## config.mk

```make
export PLATFORM = sky130hd
export DESIGN_NAME = winAddrGen
export DESIGN_NICKNAME = d
export VERILOG_FILES = /design/src/rtl/winAddrPkg.sv /design/src/rtl/winAddrCtrl.sv /design/src/rtl/winAddrPath.sv /design/src/rtl/winAddrGen.sv
export SDC_FILE = /design/constraint.sdc
export NUM_CORES = 1
export LEC_CHECK = 0
export BUFFER_PORTS_ARGS = -buffer_cell sky130_fd_sc_hd__buf_4
export CORE_ASPECT_RATIO = 0.5
export CORE_MARGIN = 2
export CORE_UTILIZATION = 30
export CTS_CLUSTER_SIZE = 14
export DETAILED_ROUTE_END_ITERATION = 7
export HOLD_SLACK_MARGIN = 0.06
export PLACE_DENSITY = 0.63
export SLEW_MARGIN = 20
export SYNTH_ARGS = -nofsm -noshare
export SYNTH_HDL_FRONTEND = slang
export SYNTH_HIERARCHICAL = 1
export SYNTH_SLANG_ARGS = --single-unit
```

## constraint.sdc

```tcl
create_clock -name clk -period 3.04 [get_ports clk]
set_clock_uncertainty 0.2 [all_clocks]
set_input_delay 0 -clock clk [delete_from_list [all_inputs] [get_ports clk]]
set_output_delay 0 -clock clk [all_outputs]
set_load 0.02 [all_outputs]
```

## src/rtl/winAddrPkg.sv

```systemverilog
package winAddrPkg;

  // Per-cycle pointer actions from control to datapath
  typedef struct packed {
    logic colLoad;
    logic colInc;
    logic colWrap;
    logic rowLoad;
    logic rowInc;
    logic rowWrap;
  } ptrStrobeT;

  // Positions inside the remap input
  localparam int unsigned REMAP_MIRROR = 0;
  localparam int unsigned REMAP_SWAP   = 1;
  localparam int unsigned REMAP_VERT   = 2;

endpackage

```

## src/rtl/winAddrCtrl.sv

```systemverilog
module winAddrCtrl
  import winAddrPkg::*;
(
  input  logic      clk,
  input  logic      rstN,
  input  logic      accessStb,
  input  logic      colLoadReq,
  input  logic      rowLoadReq,
  input  logic      vertMode,
  input  logic      colAtEnd,
  input  logic      rowAtEnd,
  output ptrStrobeT stb
);

  logic stepOk;

  assign stepOk = accessStb && !colLoadReq && !rowLoadReq;

  always_comb begin
    stb         = '0;
    stb.colLoad = colLoadReq;
    stb.rowLoad = rowLoadReq;
    if (stepOk) begin
      if (!vertMode) begin
        // row-major: column is the fast axis
        if (colAtEnd) begin
          stb.colWrap = 1'b1;
          if (rowAtEnd) stb.rowWrap = 1'b1;
          else          stb.rowInc  = 1'b1;
        end else begin
          stb.colInc = 1'b1;
        end
      end else begin
        // column-major: row is the fast axis
        if (rowAtEnd) begin
          stb.rowWrap = 1'b1;
          if (colAtEnd) stb.colWrap = 1'b1;
          else          stb.colInc  = 1'b1;
        end else begin
          stb.rowInc = 1'b1;
        end
      end
    end
  end


  load_blocks_step_chk: assert property (@(posedge clk) disable iff (!rstN)
    (colLoadReq || rowLoadReq) |-> !(stb.colInc || stb.colWrap || stb.rowInc || stb.rowWrap));


  horiz_fast_col_chk: assert property (@(posedge clk) disable iff (!rstN)
    (stepOk && !vertMode && !colAtEnd) |-> (stb.colInc && !stb.rowInc && !stb.rowWrap));


  vert_fast_row_chk: assert property (@(posedge clk) disable iff (!rstN)
    (stepOk && vertMode && !rowAtEnd) |-> (stb.rowInc && !stb.colInc && !stb.colWrap));


  one_col_action_chk: assert property (@(posedge clk) disable iff (!rstN)
    $onehot0({stb.colLoad, stb.colInc, stb.colWrap}) && $onehot0({stb.rowLoad, stb.rowInc, stb.rowWrap}));

endmodule

```

## src/rtl/winAddrPath.sv

```systemverilog
module winAddrPath
  import winAddrPkg::*;
#(
  parameter int unsigned COL_W  = 6,
  parameter int unsigned ROW_W  = 7,
  parameter int unsigned DATA_W = 8
) (
  input  logic                   clk,
  input  logic                   rstN,
  input  ptrStrobeT              stb,
  input  logic [COL_W-1:0]       colStartIn,
  input  logic [COL_W-1:0]       colEndIn,
  input  logic [ROW_W-1:0]       rowStartIn,
  input  logic [ROW_W-1:0]       rowEndIn,
  input  logic                   mirrorEn,
  input  logic                   swapEn,
  input  logic [DATA_W-1:0]      wrDataIn,
  output logic                   colAtEnd,
  output logic                   rowAtEnd,
  output logic [ROW_W+COL_W-1:0] ramAddr,
  output logic [DATA_W-1:0]      wrDataOut
);

  localparam int unsigned NCOLS = 1 << COL_W;
  localparam int unsigned NROWS = 1 << ROW_W;
  localparam logic [COL_W-1:0] MAXCOL = COL_W'(NCOLS - 1);
  localparam logic [ROW_W-1:0] MAXROW = ROW_W'(NROWS - 1);
  localparam int unsigned HALF = DATA_W / 2;

  logic [COL_W-1:0] colStart, colEnd, colPtr, physCol;
  logic [ROW_W-1:0] rowStart, rowEnd, rowPtr;

  // column axis
  always_ff @(posedge clk) begin
    if (!rstN) begin
      colStart <= '0;
      colEnd   <= MAXCOL;
      colPtr   <= '0;
    end else if (stb.colLoad) begin
      colStart <= colStartIn;
      colEnd   <= colEndIn;
      colPtr   <= colStartIn;
    end else if (stb.colWrap) begin
      colPtr   <= colStart;
    end else if (stb.colInc) begin
      colPtr   <= colPtr + 1'b1;
    end
  end

  // row axis
  always_ff @(posedge clk) begin
    if (!rstN) begin
      rowStart <= '0;
      rowEnd   <= MAXROW;
      rowPtr   <= '0;
    end else if (stb.rowLoad) begin
      rowStart <= rowStartIn;
      rowEnd   <= rowEndIn;
      rowPtr   <= rowStartIn;
    end else if (stb.rowWrap) begin
      rowPtr   <= rowStart;
    end else if (stb.rowInc) begin
      rowPtr   <= rowPtr + 1'b1;
    end
  end

  assign colAtEnd = (colPtr == colEnd);
  assign rowAtEnd = (rowPtr == rowEnd);

  // mirrored column index, then row-major address
  assign physCol = mirrorEn ? (MAXCOL - colPtr) : colPtr;
  assign ramAddr = {rowPtr, physCol};

  // nibble exchange on the write path
  generate
    if (HALF > 0) begin : g_swap
      assign wrDataOut = swapEn ? {wrDataIn[HALF-1:0], wrDataIn[DATA_W-1:HALF]} : wrDataIn;
    end else begin : g_pass
      assign wrDataOut = wrDataIn;
    end
  endgenerate


  col_load_start_chk: assert property (@(posedge clk) disable iff (!rstN)
    stb.colLoad |=> (colPtr == $past(colStartIn)));


  row_load_start_chk: assert property (@(posedge clk) disable iff (!rstN)
    stb.rowLoad |=> (rowPtr == $past(rowStartIn)));


  col_inc_chk: assert property (@(posedge clk) disable iff (!rstN)
    stb.colInc |=> (colPtr == COL_W'($past(colPtr) + 1'b1)));


  row_wrap_start_chk: assert property (@(posedge clk) disable iff (!rstN)
    stb.rowWrap |=> (rowPtr == rowStart));


  idle_hold_chk: assert property (@(posedge clk) disable iff (!rstN)
    (stb == '0) |=> ($stable(colPtr) && $stable(rowPtr)));


  mirror_sum_chk: assert property (@(posedge clk) disable iff (!rstN)
    mirrorEn |-> (({1'b0, physCol} + {1'b0, colPtr}) == {1'b0, MAXCOL}));


  swap_ones_chk: assert property (@(posedge clk) disable iff (!rstN)
    $countones(wrDataOut) == $countones(wrDataIn));

endmodule

```

## src/rtl/winAddrGen.sv

```systemverilog
module winAddrGen
  import winAddrPkg::*;
#(
  parameter int unsigned COL_W  = 6,
  parameter int unsigned ROW_W  = 7,
  parameter int unsigned DATA_W = 8
) (
  input  logic                   clk,
  input  logic                   rstN,
  input  logic                   colLoad,
  input  logic [COL_W-1:0]       colStartIn,
  input  logic [COL_W-1:0]       colEndIn,
  input  logic                   rowLoad,
  input  logic [ROW_W-1:0]       rowStartIn,
  input  logic [ROW_W-1:0]       rowEndIn,
  input  logic [2:0]             remapBits,
  input  logic                   accessStb,
  input  logic [DATA_W-1:0]      wrDataIn,
  output logic [ROW_W+COL_W-1:0] ramAddr,
  output logic [DATA_W-1:0]      wrDataOut
);

  ptrStrobeT stb;
  logic      colAtEnd, rowAtEnd;

  winAddrCtrl u_ctrl (
    .clk        (clk),
    .rstN       (rstN),
    .accessStb  (accessStb),
    .colLoadReq (colLoad),
    .rowLoadReq (rowLoad),
    .vertMode   (remapBits[REMAP_VERT]),
    .colAtEnd   (colAtEnd),
    .rowAtEnd   (rowAtEnd),
    .stb        (stb)
  );

  winAddrPath #(
    .COL_W  (COL_W),
    .ROW_W  (ROW_W),
    .DATA_W (DATA_W)
  ) u_path (
    .clk        (clk),
    .rstN       (rstN),
    .stb        (stb),
    .colStartIn (colStartIn),
    .colEndIn   (colEndIn),
    .rowStartIn (rowStartIn),
    .rowEndIn   (rowEndIn),
    .mirrorEn   (remapBits[REMAP_MIRROR]),
    .swapEn     (remapBits[REMAP_SWAP]),
    .wrDataIn   (wrDataIn),
    .colAtEnd   (colAtEnd),
    .rowAtEnd   (rowAtEnd),
    .ramAddr    (ramAddr),
    .wrDataOut  (wrDataOut)
  );

endmodule

```

==> results of run 1 <==
cell usage in the layout (no fill, tap or decap), drive strengths merged, types with 3 or more instances in the layout:
cell         Yosys  routed
a21boi           8       8
a21oi           17      17
a221oi           3       3
and3             6       6
buf             13      67
clkbuf           7       7
dfxtp           39      39
dlygate4sd3      0      69
inv              4       4
mux2             8       8
mux2i           20      20
nand2           26      26
nand2b          12      12
nand3            7       7
nand4            3       3
nor2             8       8
nor2b            8       8
nor3             8       8
o21ai           14      14
xnor2           10      10
xor2            11      11
final timing paths:
check | start | endpoint | slack [ns] | cells past startpoint
min reg2reg | u_path/rowStart[3]$_SDFFE_PN0P_ | u_path/rowStart[3]$_SDFFE_PN0P_ | 0.28 | 2
min | wrDataIn[3] | wrDataOut[3] | 0.14 | 3
max reg2reg | u_path/rowPtr[2]$_SDFFE_PN0P_ | u_path/colPtr[5]$_SDFFE_PN0P_ | 0.37 | 10
max | u_path/rowPtr[2]$_SDFFE_PN0P_ | u_path/colPtr[5]$_SDFFE_PN0P_ | 0.37 | 10
report_power, final:
group / switching (mW) / internal, mW / total (mW)
logic: 0.143 / 0.200 / 0.343
clock network: 0.197 / 0.303 / 0.500
registers: 0.0312 / 0.543 / 0.574
sequential cells by signal, summed over array words and instances, names as in the netlist:
name	cells
u_path/rowStart	7
u_path/rowEnd	7
u_path/rowPtr	7
u_path/colPtr	6
u_path/colStart	6
u_path/colEnd	6
worst reg2reg max path, delay by kind of cell, from the launching register on:
family,cells,cell delay [ns]
AO/OA/AOI/OAI,2,0.32
XOR/XNOR,1,0.18
buffers and inverters,1,0.18
flip-flops,1,0.47
AND/OR/NAND/NOR,6,1.22
layout make-up:
cell class              instances  area, sq um  area share [%]
inverters                       4         15.0           0.418
multi-input cells             194         1340            37.4
well taps                      96          120            3.35
clock buffers                   7          133            3.69
flip-flops and latches         39          781            21.7
clock inverters                 1         5.00           0.139
repair buffers                136         1190            33.3
kinds of logic after synthesis:
kind of cell	share of synthesized area (%)
xor gates and xnor gates	8.20
adders and majority gates	1.12
AOI/OAI and AO/OA	15.5
and+or+nand+nor	21.8
DFF	34.8
buffers and inverters	5.63
muxes	12.9
metal layers:
metal  vias up  track usage, %  share of wire, %
met1      1059            17.2                43
li1       1136               -                 -
met2        52            30.0                52
met5         -               0                 0
met3         7            3.58               4.0
met4         0            4.95              0.88
stage by stage:
step / area, sq um / total power, mW / std cells / setup slack [ns]
4_1_cts: 3580 / 1.41 / 477 / 0.300
3_5_place_dp: 2760 / 0.839 / 400 / 0.336
6_report: 3590 / 1.42 / 477 / 0.369
2_1_floorplan: 2240 / 0.738 / 257 / 0.612
3_3_place_gp: 2760 / 0.833 / 400 / 0.439
5_1_grt: 3590 / 1.48 / 477 / 0.207
repair_timing:
action                                  in CTS  in global routing
hold buffers                                69                  0
endpoints found under the hold margin       37                  0
endpoints found under the setup margin       0                  1
gates resized for setup                      0                  1
==> results.sh, run 1 <==
export IMPL_critPathMaxStageDelay_ns=0.47
export IMPL_finalMaxSlewViolations=0
export IMPL_drive_gt1_share_pct=23.9
export IMPL_worst_pin_slew_ns=0.430
export IMPL_start_kind="register"
export IMPL_synth_edf_count=0
export IMPL_finish_utilization_pct=49.2
export IMPL_async_flop_share_pct=0
export IMPL_nFillCells=650
export IMPL_synth_most_common_cell="dfxtp_1"
export IMPL_synthesis_area_sq_um=2240
export IMPL_fin_crit_ns=2.67
export IMPL_synth_seq_cells=39
export IMPL_critPathKind="reg2reg"
export IMPL_clk_latency_ns=0.28
export IMPL_synth_area_leaders="dfxtp_1 (35%), mux2i_1 (8.9%), nand2_1 (4.4%)"
export IMPL_worstPathRequired_ns=3.05
export IMPL_vias=2254
export IMPL_post_route_period_util_pct=87.9
export IMPL_relSlewSlack_pct=71.1
export IMPL_fmax_mhz=374
export IMPL_gp_congestion=0.813
export IMPL_drt_pass1_iter_count=4
export IMPL_leakagePower_nw=1.53
export IMPL_rsz0062_at_grt="false"
export IMPL_cts_root_buf="clkbuf_16"
export IMPL_io_buffers=62
export IMPL_cts_path_max_buffers=2
export IMPL_cpLargestDelayFamily="simple AND/OR/NAND/NOR gates"
export IMPL_die_h_microns=65.1
export IMPL_numCtsBuffers=5
export IMPL_drt_iter0_drc=54
export IMPL_cts_sinks=39
export IMPL_slowest_stage="dfxtp_1"
export IMPL_holdWs_ns=0.136
export IMPL_core_area_sq_um=7290
export IMPL_synth_cell_types=41
export IMPL_diodes=0
export IMPL_endpoint_kind="register"
export IMPL_wl_microns=6340
export IMPL_cp_num_buf_inv=1
export IMPL_ys_top_cells_by_count="dfxtp_1 (39), nand2_1 (26), mux2i_1 (20)"
export IMPL_rows=22
export IMPL_fin_nets=424
export IMPL_grt_pass1_wl_microns=10200
export IMPL_viasPerCell=4.73
export IMPL_grt_usage_pct=15.6
export IMPL_worstHoldPathType="in2out"
export IMPL_drv_cap=0
export IMPL_synthesis_nets=301
export IMPL_arrival_ns=2.68
export IMPL_yosysSeqAreaShare_pct=34.8
export IMPL_antenna_left=0
export IMPL_totalNegativeSetupSlack_ns=0
export IMPL_synth_top_area_cell="dfxtp_1"
export IMPL_grt_max_degree=40
export IMPL_cts_tree="done"
export IMPL_wl_per_cell_microns=13.3
export IMPL_overflow=0
export IMPL_vdd_ir_drop_max_uv=198
export IMPL_critPathMaxFanout=11
export IMPL_start_util_pct=30.8
export IMPL_postSynth_topFlopCell="dfxtp_1"
export IMPL_die_x_microns=126
export IMPL_power_density_nw_per_um2=395
export IMPL_drc=0
export IMPL_path_cells="xnor2_1 > nand4_1 > nor4_2 > nor2b_1 > nor3b_2 > buf_4 > and2b_4 > o31ai_2 > a21oi_1 > nor3_1"
export IMPL_io_pins=63
export IMPL_post_dp_hpwl_microns=3740
export IMPL_htreeDepth=2
export IMPL_syn_inst=257
export IMPL_hold_violations=0
export IMPL_cts_setup_buffers=0
export IMPL_first_global_vias=2241
export IMPL_avgSynthCellArea_sq_um=8.73
export IMPL_status="finished clean"
export IMPL_area_growth_syn_to_layout_pct=60.0
export IMPL_setup_violations_final=0
export IMPL_yosys_warnings=6
export IMPL_antenna_found_initial=0
export IMPL_die_area_sq_um=8230
export IMPL_synth_top_area_share_pct=34.8
export IMPL_clkTransAtPathRegs_ns=0.05
No activity file was read; power rests on OpenSTA's default activity.
==> run 2, diff against run 1 <==
--- a/config.mk
+++ b/config.mk
@@ -8,11 +8,11 @@
 export BUFFER_PORTS_ARGS = -buffer_cell sky130_fd_sc_hd__buf_4
 export CORE_ASPECT_RATIO = 0.5
 export CORE_MARGIN = 2
-export CORE_UTILIZATION = 30
+export CORE_UTILIZATION = 52
 export CTS_CLUSTER_SIZE = 14
 export DETAILED_ROUTE_END_ITERATION = 7
 export HOLD_SLACK_MARGIN = 0.06
-export PLACE_DENSITY = 0.63
+export PLACE_DENSITY = 0.92
 export SLEW_MARGIN = 20
 export SYNTH_ARGS = -nofsm -noshare
 export SYNTH_HDL_FRONTEND = slang
==> run 2 against run 1 <==
  * Worst hold slack better by 0.0037 ns
  * Clock-buffer cell count up 1
  * Global-route usage up 20 points
  * Via count up 16%
  * Sequential share of layout area up 1.0 points
  * Design area down 4.4%
  * Largest power group unchanged
  * Highest routed layer unchanged
==> results.sh, run 2 (synthesis results as in run 1) <==
export IMPL_layout_cells_non_filler=428
export IMPL_leakagePower_nw=1.48
export IMPL_die_h_microns=50.4
export IMPL_dp_slack_ns=0.276
export IMPL_cts_setup_buffers=0
export IMPL_fmax_mhz=344
export IMPL_arrival_ns=2.90
export IMPL_nFillCells=179
export IMPL_finalMaxSlewViolations=0
export IMPL_critPathMaxFanout=9
export IMPL_clkTransAtPathRegs_ns=0.07
export IMPL_post_route_period_util_pct=95.7
export IMPL_wl_per_cell_microns=19.3
export IMPL_antenna_left=0
export IMPL_final_common_cell="buf_4"
export IMPL_top_regs="u_path/rowEnd x7, u_path/rowPtr x7, u_path/rowStart x7"
export IMPL_die_x_microns=96.9
export IMPL_post_dp_hpwl_microns=3910
export IMPL_dp_cells=357
export IMPL_final_cell_mix="buf_4 (66), dlygate4sd3_1 (63), dfxtp_1 (39)"
export IMPL_gr_usage_met3_pct=10.3
export IMPL_worst_pin_slew_ns=0.473
export IMPL_grt_busiest_layer="met2"
export IMPL_status="finished clean"
export IMPL_worstPathRequired_ns=3.03
export IMPL_cts_root_buf="clkbuf_8"
export IMPL_drv_cap=0
export IMPL_setup_violations_final=0
export IMPL_drive_gt1_share_pct=24.3
export IMPL_rows=16
export IMPL_use_met1_pct=38.3
export IMPL_viasPerCell=6.13
export IMPL_htreeDepth=2
export IMPL_hold_violations=0
export IMPL_antenna_found_initial=0
export IMPL_cts_path_max_buffers=2
export IMPL_vias=2623
export IMPL_area_growth_syn_to_layout_pct=53.0
export IMPL_drt_iter0_drc=266
export IMPL_drt_pass1_iter_count=5
export IMPL_cts_sinks=39
export IMPL_worstHoldPathType="in2out"
export IMPL_layout_setup_ws_ns=0.131
export IMPL_numCtsBuffers=5
export IMPL_rsz0062_at_grt="false"
export IMPL_start_kind="register"
export IMPL_vdd_ir_drop_max_uv=275
export IMPL_diodes=0
export IMPL_relSlewSlack_pct=68.2
export IMPL_critPathKind="reg2reg"
export IMPL_die_area_sq_um=4890
export IMPL_fin_nets=417
export IMPL_cts_tree="done"
export IMPL_grt_max_degree=40
export IMPL_first_global_vias=2663
export IMPL_io_buffers=62
export IMPL_grt_usage_pct=35.8
export IMPL_grt_pass1_wl_microns=13600
export IMPL_fin_crit_ns=2.91
export IMPL_core_area_sq_um=4020
export IMPL_io_pins=63
export IMPL_clk_latency_ns=0.31
export IMPL_overflow=0
export IMPL_met2_usage_pct=63.7
export IMPL_endpoint_kind="register"
export IMPL_power_density_nw_per_um2=388
export IMPL_total_power_mw=1.33
export IMPL_gp_congestion=0.865
export IMPL_start_util_pct=55.8
export IMPL_holdWs_ns=0.140
export IMPL_wl_microns=8270
export IMPL_drc=0
export IMPL_totalNegativeSetupSlack_ns=0
[run 2: final timing paths]
kind,slack (ns),end,start,cells past startpoint
hold / removal,0.14,wrDataOut[6],wrDataIn[6],3
setup / recovery,0.13,u_path/colPtr[4]$_SDFFE_PN0P_,u_path/rowPtr[4]$_SDFFE_PN0P_,10
setup reg to reg,0.13,u_path/colPtr[4]$_SDFFE_PN0P_,u_path/rowPtr[4]$_SDFFE_PN0P_,10
hold reg to reg,0.29,u_path/rowStart[4]$_SDFFE_PN0P_,u_path/rowStart[4]$_SDFFE_PN0P_,2
[run 2: what timing repair did]
action	4_1_cts	5_1_grt
setup endpoints to repair	0	3
hold buffers	63	0
endpoints found under the hold margin	37	0
gates resized for setup	0	1
[run 2: per-stage QoR]
stage / utilization (%) / area (sq um)
2_1_floorplan: - / 2240
3_3_place_gp: 67.0 / 2700
3_5_place_dp: 67.0 / 2700
4_1_cts: 85.1 / 3430
5_1_grt: 85.3 / 3430
6_report: 85.3 / 3430
[run 2: report_power, final]
group / internal [mW] / switching, mW
combinational: 0.193 / 0.160
sequential: 0.542 / 0.0381
clock: 0.207 / 0.190
total: 0.942 / 0.388
[run 2: cell type report]
| class | instances | area (sq um) | area share (%) |
|---|---|---|---|
| flip-flops and latches | 39 | 781 | 22.7 |
| repair buffers | 129 | 1130 | 32.8 |
| well taps | 54 | 67.6 | 1.97 |
| clock buffers | 8 | 100 | 2.92 |
| multi-input cells | 194 | 1340 | 39.1 |
| inverters | 4 | 15.0 | 0.437 |
[run 2: per-layer routing]
| metal | share of wire, % | up-vias | routed length (microns) |
|---|---|---|---|
| li1 | - | 1126 | - |
| met1 | 37 | 1212 | 3030 |
| met2 | 46 | 203 | 3840 |
| met3 | 9.5 | 82 | 788 |
| met4 | 7.4 | 0 | 612 |
| met5 | 0 | - | 0 |
[run 2: critical path, cell delays in order, from the launching register on]
cell     delay [ns]
dfxtp_1        0.37
xnor2_1        0.28
nand4_1        0.22
nor4_2         0.34
nor2b_1        0.17
nor3b_2        0.30
buf_4          0.22
nor2b_1        0.22
nor3_1         0.08
o31ai_1        0.26
a21oi_1        0.12
==> run 3, diff against run 2 <==
--- a/config.mk
+++ b/config.mk
@@ -6,6 +6,7 @@
 export NUM_CORES = 1
 export LEC_CHECK = 0
 export BUFFER_PORTS_ARGS = -buffer_cell sky130_fd_sc_hd__buf_4
+export CAP_MARGIN = 20
 export CORE_ASPECT_RATIO = 0.5
 export CORE_MARGIN = 2
 export CORE_UTILIZATION = 52
@@ -13,6 +14,7 @@
 export DETAILED_ROUTE_END_ITERATION = 7
 export HOLD_SLACK_MARGIN = 0.06
 export PLACE_DENSITY = 0.92
+export RECOVER_POWER = 25
 export SLEW_MARGIN = 20
 export SYNTH_ARGS = -nofsm -noshare
 export SYNTH_HDL_FRONTEND = slang
==> constraint.sdc (replaced) <==
create_clock -name clk -period 2.7 [get_ports clk]
set_clock_uncertainty 0.2 [all_clocks]
set_input_delay 0 -clock clk [delete_from_list [all_inputs] [get_ports clk]]
set_output_delay 0 -clock clk [all_outputs]
set_load 0.02 [all_outputs]
==> run 3 against run 2 <==
  * Cell count increased by 0.47%
  * Critical path depth stayed put
  * Largest power group unchanged
  * Power is 10% higher
  * Global-route usage rose by 0.45 points
  * Combinational power increased by 14%
  * Clock-buffer cell count fell by 3
  * Die area did not move
  * First-iteration DRC count is 4.1% higher
  * Worst setup slack lost 0.077 ns
  * Design area about the same
  * Non-clock buffer count rose by 2
  * Fmax increased by 9.9%
==> results.sh, run 3 (synthesis results as in run 1) <==
export IMPL_fin_nets=419
export IMPL_pwr_share_seq_pct=44.5
export IMPL_cts_path_max_buffers=2
export IMPL_die_area_sq_um=4890
export IMPL_cp_num_buf_inv=2
export IMPL_drive_gt1_share_pct=25.5
export IMPL_nFillCells=188
export IMPL_r2r_end="u_path/colPtr[4]$_SDFFE_PN0P_"
export IMPL_critPathMaxStageDelay_ns=0.53
export IMPL_drc=0
export IMPL_die_h_microns=50.4
export IMPL_die_x_microns=96.9
export IMPL_worstHoldPathType="in2out"
export IMPL_cts_sinks=39
export IMPL_diodes=0
export IMPL_slowest_stage="dfxtp_1"
export IMPL_critPathMaxFanout=9
export IMPL_numCtsBuffers=5
export IMPL_cpLargestDelayFamily="simple AND/OR/NAND/NOR gates"
export IMPL_p_switching_mw=0.461
export IMPL_ff2ff_setup_slack_ns=0.05
export IMPL_cts_setup_buffers=0
export IMPL_endpoint_kind="register"
export IMPL_dp_slack_ns=0.242
export IMPL_rsz0062_at_grt="true"
export IMPL_rows=16
export IMPL_post_dp_hpwl_microns=3820
export IMPL_final_cell_mix="dlygate4sd3_1 (62), buf_4 (61), dfxtp_1 (34)"
export IMPL_clk_latency_ns=0.31
export IMPL_finalMaxSlewViolations=0
export IMPL_dp_cells=360
export IMPL_area_growth_syn_to_layout_pct=52.9
export IMPL_fmax_mhz=378
export IMPL_drt_iter0_drc=277
export IMPL_min_from="wrDataIn[3]"
export IMPL_drv_cap=0
export IMPL_crit_end="u_path/colPtr[4]$_SDFFE_PN0P_"
export IMPL_final_common_cell="dlygate4sd3_1"
export IMPL_antenna_found_initial=0
export IMPL_vias=2704
export IMPL_first_global_vias=2696
export IMPL_relSlewSlack_pct=66.3
export IMPL_power_density_nw_per_um2=427
export IMPL_clkPwrFrac_pct=27.9
export IMPL_io_buffers=62
export IMPL_rr_worst_depth=10
export IMPL_worst_pin_slew_ns=0.502
export IMPL_crit_path_start="u_path/rowPtr[0]$_SDFFE_PN0P_"
export IMPL_grt_usage_pct=36.2
export IMPL_finish_utilization_pct=85.2
export IMPL_layout_cells_non_filler=430
export IMPL_worstPathRequired_ns=2.68
export IMPL_leakagePower_nw=1.48
export IMPL_cp_depth=10
export IMPL_cts_root_buf="clkbuf_8"
export IMPL_layout_setup_ws_ns=0.0533
export IMPL_core_area_sq_um=4020
export IMPL_grt_pass1_wl_microns=13800
export IMPL_setup_violations_final=0
export IMPL_combPwrFrac_pct=27.6
export IMPL_start_util_pct=55.8
export IMPL_arrival_ns=2.63
export IMPL_antenna_left=0
export IMPL_switching_share_pct=31.5
export IMPL_wl_microns=8780
export IMPL_io_pins=63
export IMPL_start_kind="register"
export IMPL_p_int_mw=1.00
export IMPL_clkTransAtPathRegs_ns=0.08
export IMPL_htreeDepth=2
export IMPL_rr_startpoint="u_path/rowPtr[0]$_SDFFE_PN0P_"
export IMPL_critPathKind="reg2reg"
export IMPL_grt_max_degree=40
export IMPL_viasPerCell=6.29
export IMPL_path_cells="xor2_1 > nor4_2 > buf_4 > nor2b_1 > nor3b_2 > buf_6 > nor2b_2 > nor3_1 > o31ai_1 > a21oi_1"
export IMPL_vdd_ir_drop_max_uv=508
export IMPL_top_regs="u_path/rowEnd x7, u_path/rowPtr x7, u_path/rowStart x7"
export IMPL_post_route_period_util_pct=98.0
export IMPL_hold_violations=0
export IMPL_cts_tree="done"
export IMPL_drt_pass1_iter_count=5
export IMPL_fin_crit_ns=2.65
export IMPL_wl_per_cell_microns=20.4
export IMPL_overflow=0
export IMPL_status="finished clean"
export IMPL_gp_congestion=0.931
## run 3: tightest hold or removal path, stage by stage
cell and delay, ns:
buf_4 0.09, mux2_2 0.13, buf_4 0.13
## run 3: per-stage QoR
stage / power [mW] / area [sq um] / hold WS, ns / TNS, ns
after detailed placement: 0.947 / 2720 / 0.0180 / 0
final: 1.46 / 3430 / 0.146 / 0
after CTS: 1.41 / 3420 / 0.141 / 0
after floorplan: 0.831 / 2240 / -0.0715 / 0
after global routing: 1.50 / 3430 / 0.153 / -0.0564
after global placement: 0.935 / 2720 / 0.0150 / 0
## run 3: how the worst min path moves through the flow
| stage | endpoint | slack [ns] | cells after the start |
|---|---|---|---|
| 2_1_floorplan | u_path/rowEnd[0]$_SDFFE_PN1P_ | -0.07 | 2 |
| 3_3_place_gp | u_path/colEnd[1]$_SDFFE_PN1P_ | 0.02 | 3 |
| 3_5_place_dp | u_path/colEnd[1]$_SDFFE_PN1P_ | 0.02 | 3 |
| 4_1_cts | wrDataOut[4] | 0.14 | 3 |
| 5_1_grt | wrDataOut[3] | 0.15 | 3 |
| 6_report | wrDataOut[3] | 0.15 | 3 |
## run 3: power by group through the flow
stage                     combinational, mW  sequential, mW  clock [mW]
after floorplan                       0.175           0.656           0
after global routing                  0.425           0.653       0.421
final                                 0.404           0.652       0.408
after detailed placement              0.292           0.655           0
after CTS                             0.376           0.642       0.394
after global placement                0.282           0.654           0
## run 3: layer usage
| metal | vias up | routed length [microns] | part of all wire (%) | global-route usage, % |
|---|---|---|---|---|
| met4 | 0 | 626 | 7.1 | 22.1 |
| li1 | 1131 | - | - | - |
| met2 | 263 | 4070 | 46 | 64.7 |
| met5 | - | 0 | 0 | 0 |
| met3 | 79 | 1000 | 11 | 9.47 |
| met1 | 1231 | 3090 | 35 | 39.5 |
## run 3: what timing repair did
action                                  4_1_cts  5_1_grt
gates resized for setup                       0       11
hold endpoints to repair                     38        0
endpoints found under the setup margin        0       10
hold buffers                                 62        0
## run 3: layout make-up
type                            instances  area [sq um]  area share (%)
Timing Repair Buffer                  131          1120            32.5
Clock inverter                          3          15.0           0.438
Multi-Input combinational cell        194          1360            39.7
Tap cell                               54          67.6            1.97
Inverter                                4          15.0           0.438
Sequential cell                        39           787            22.9
Clock buffer                            5          68.8            2.01
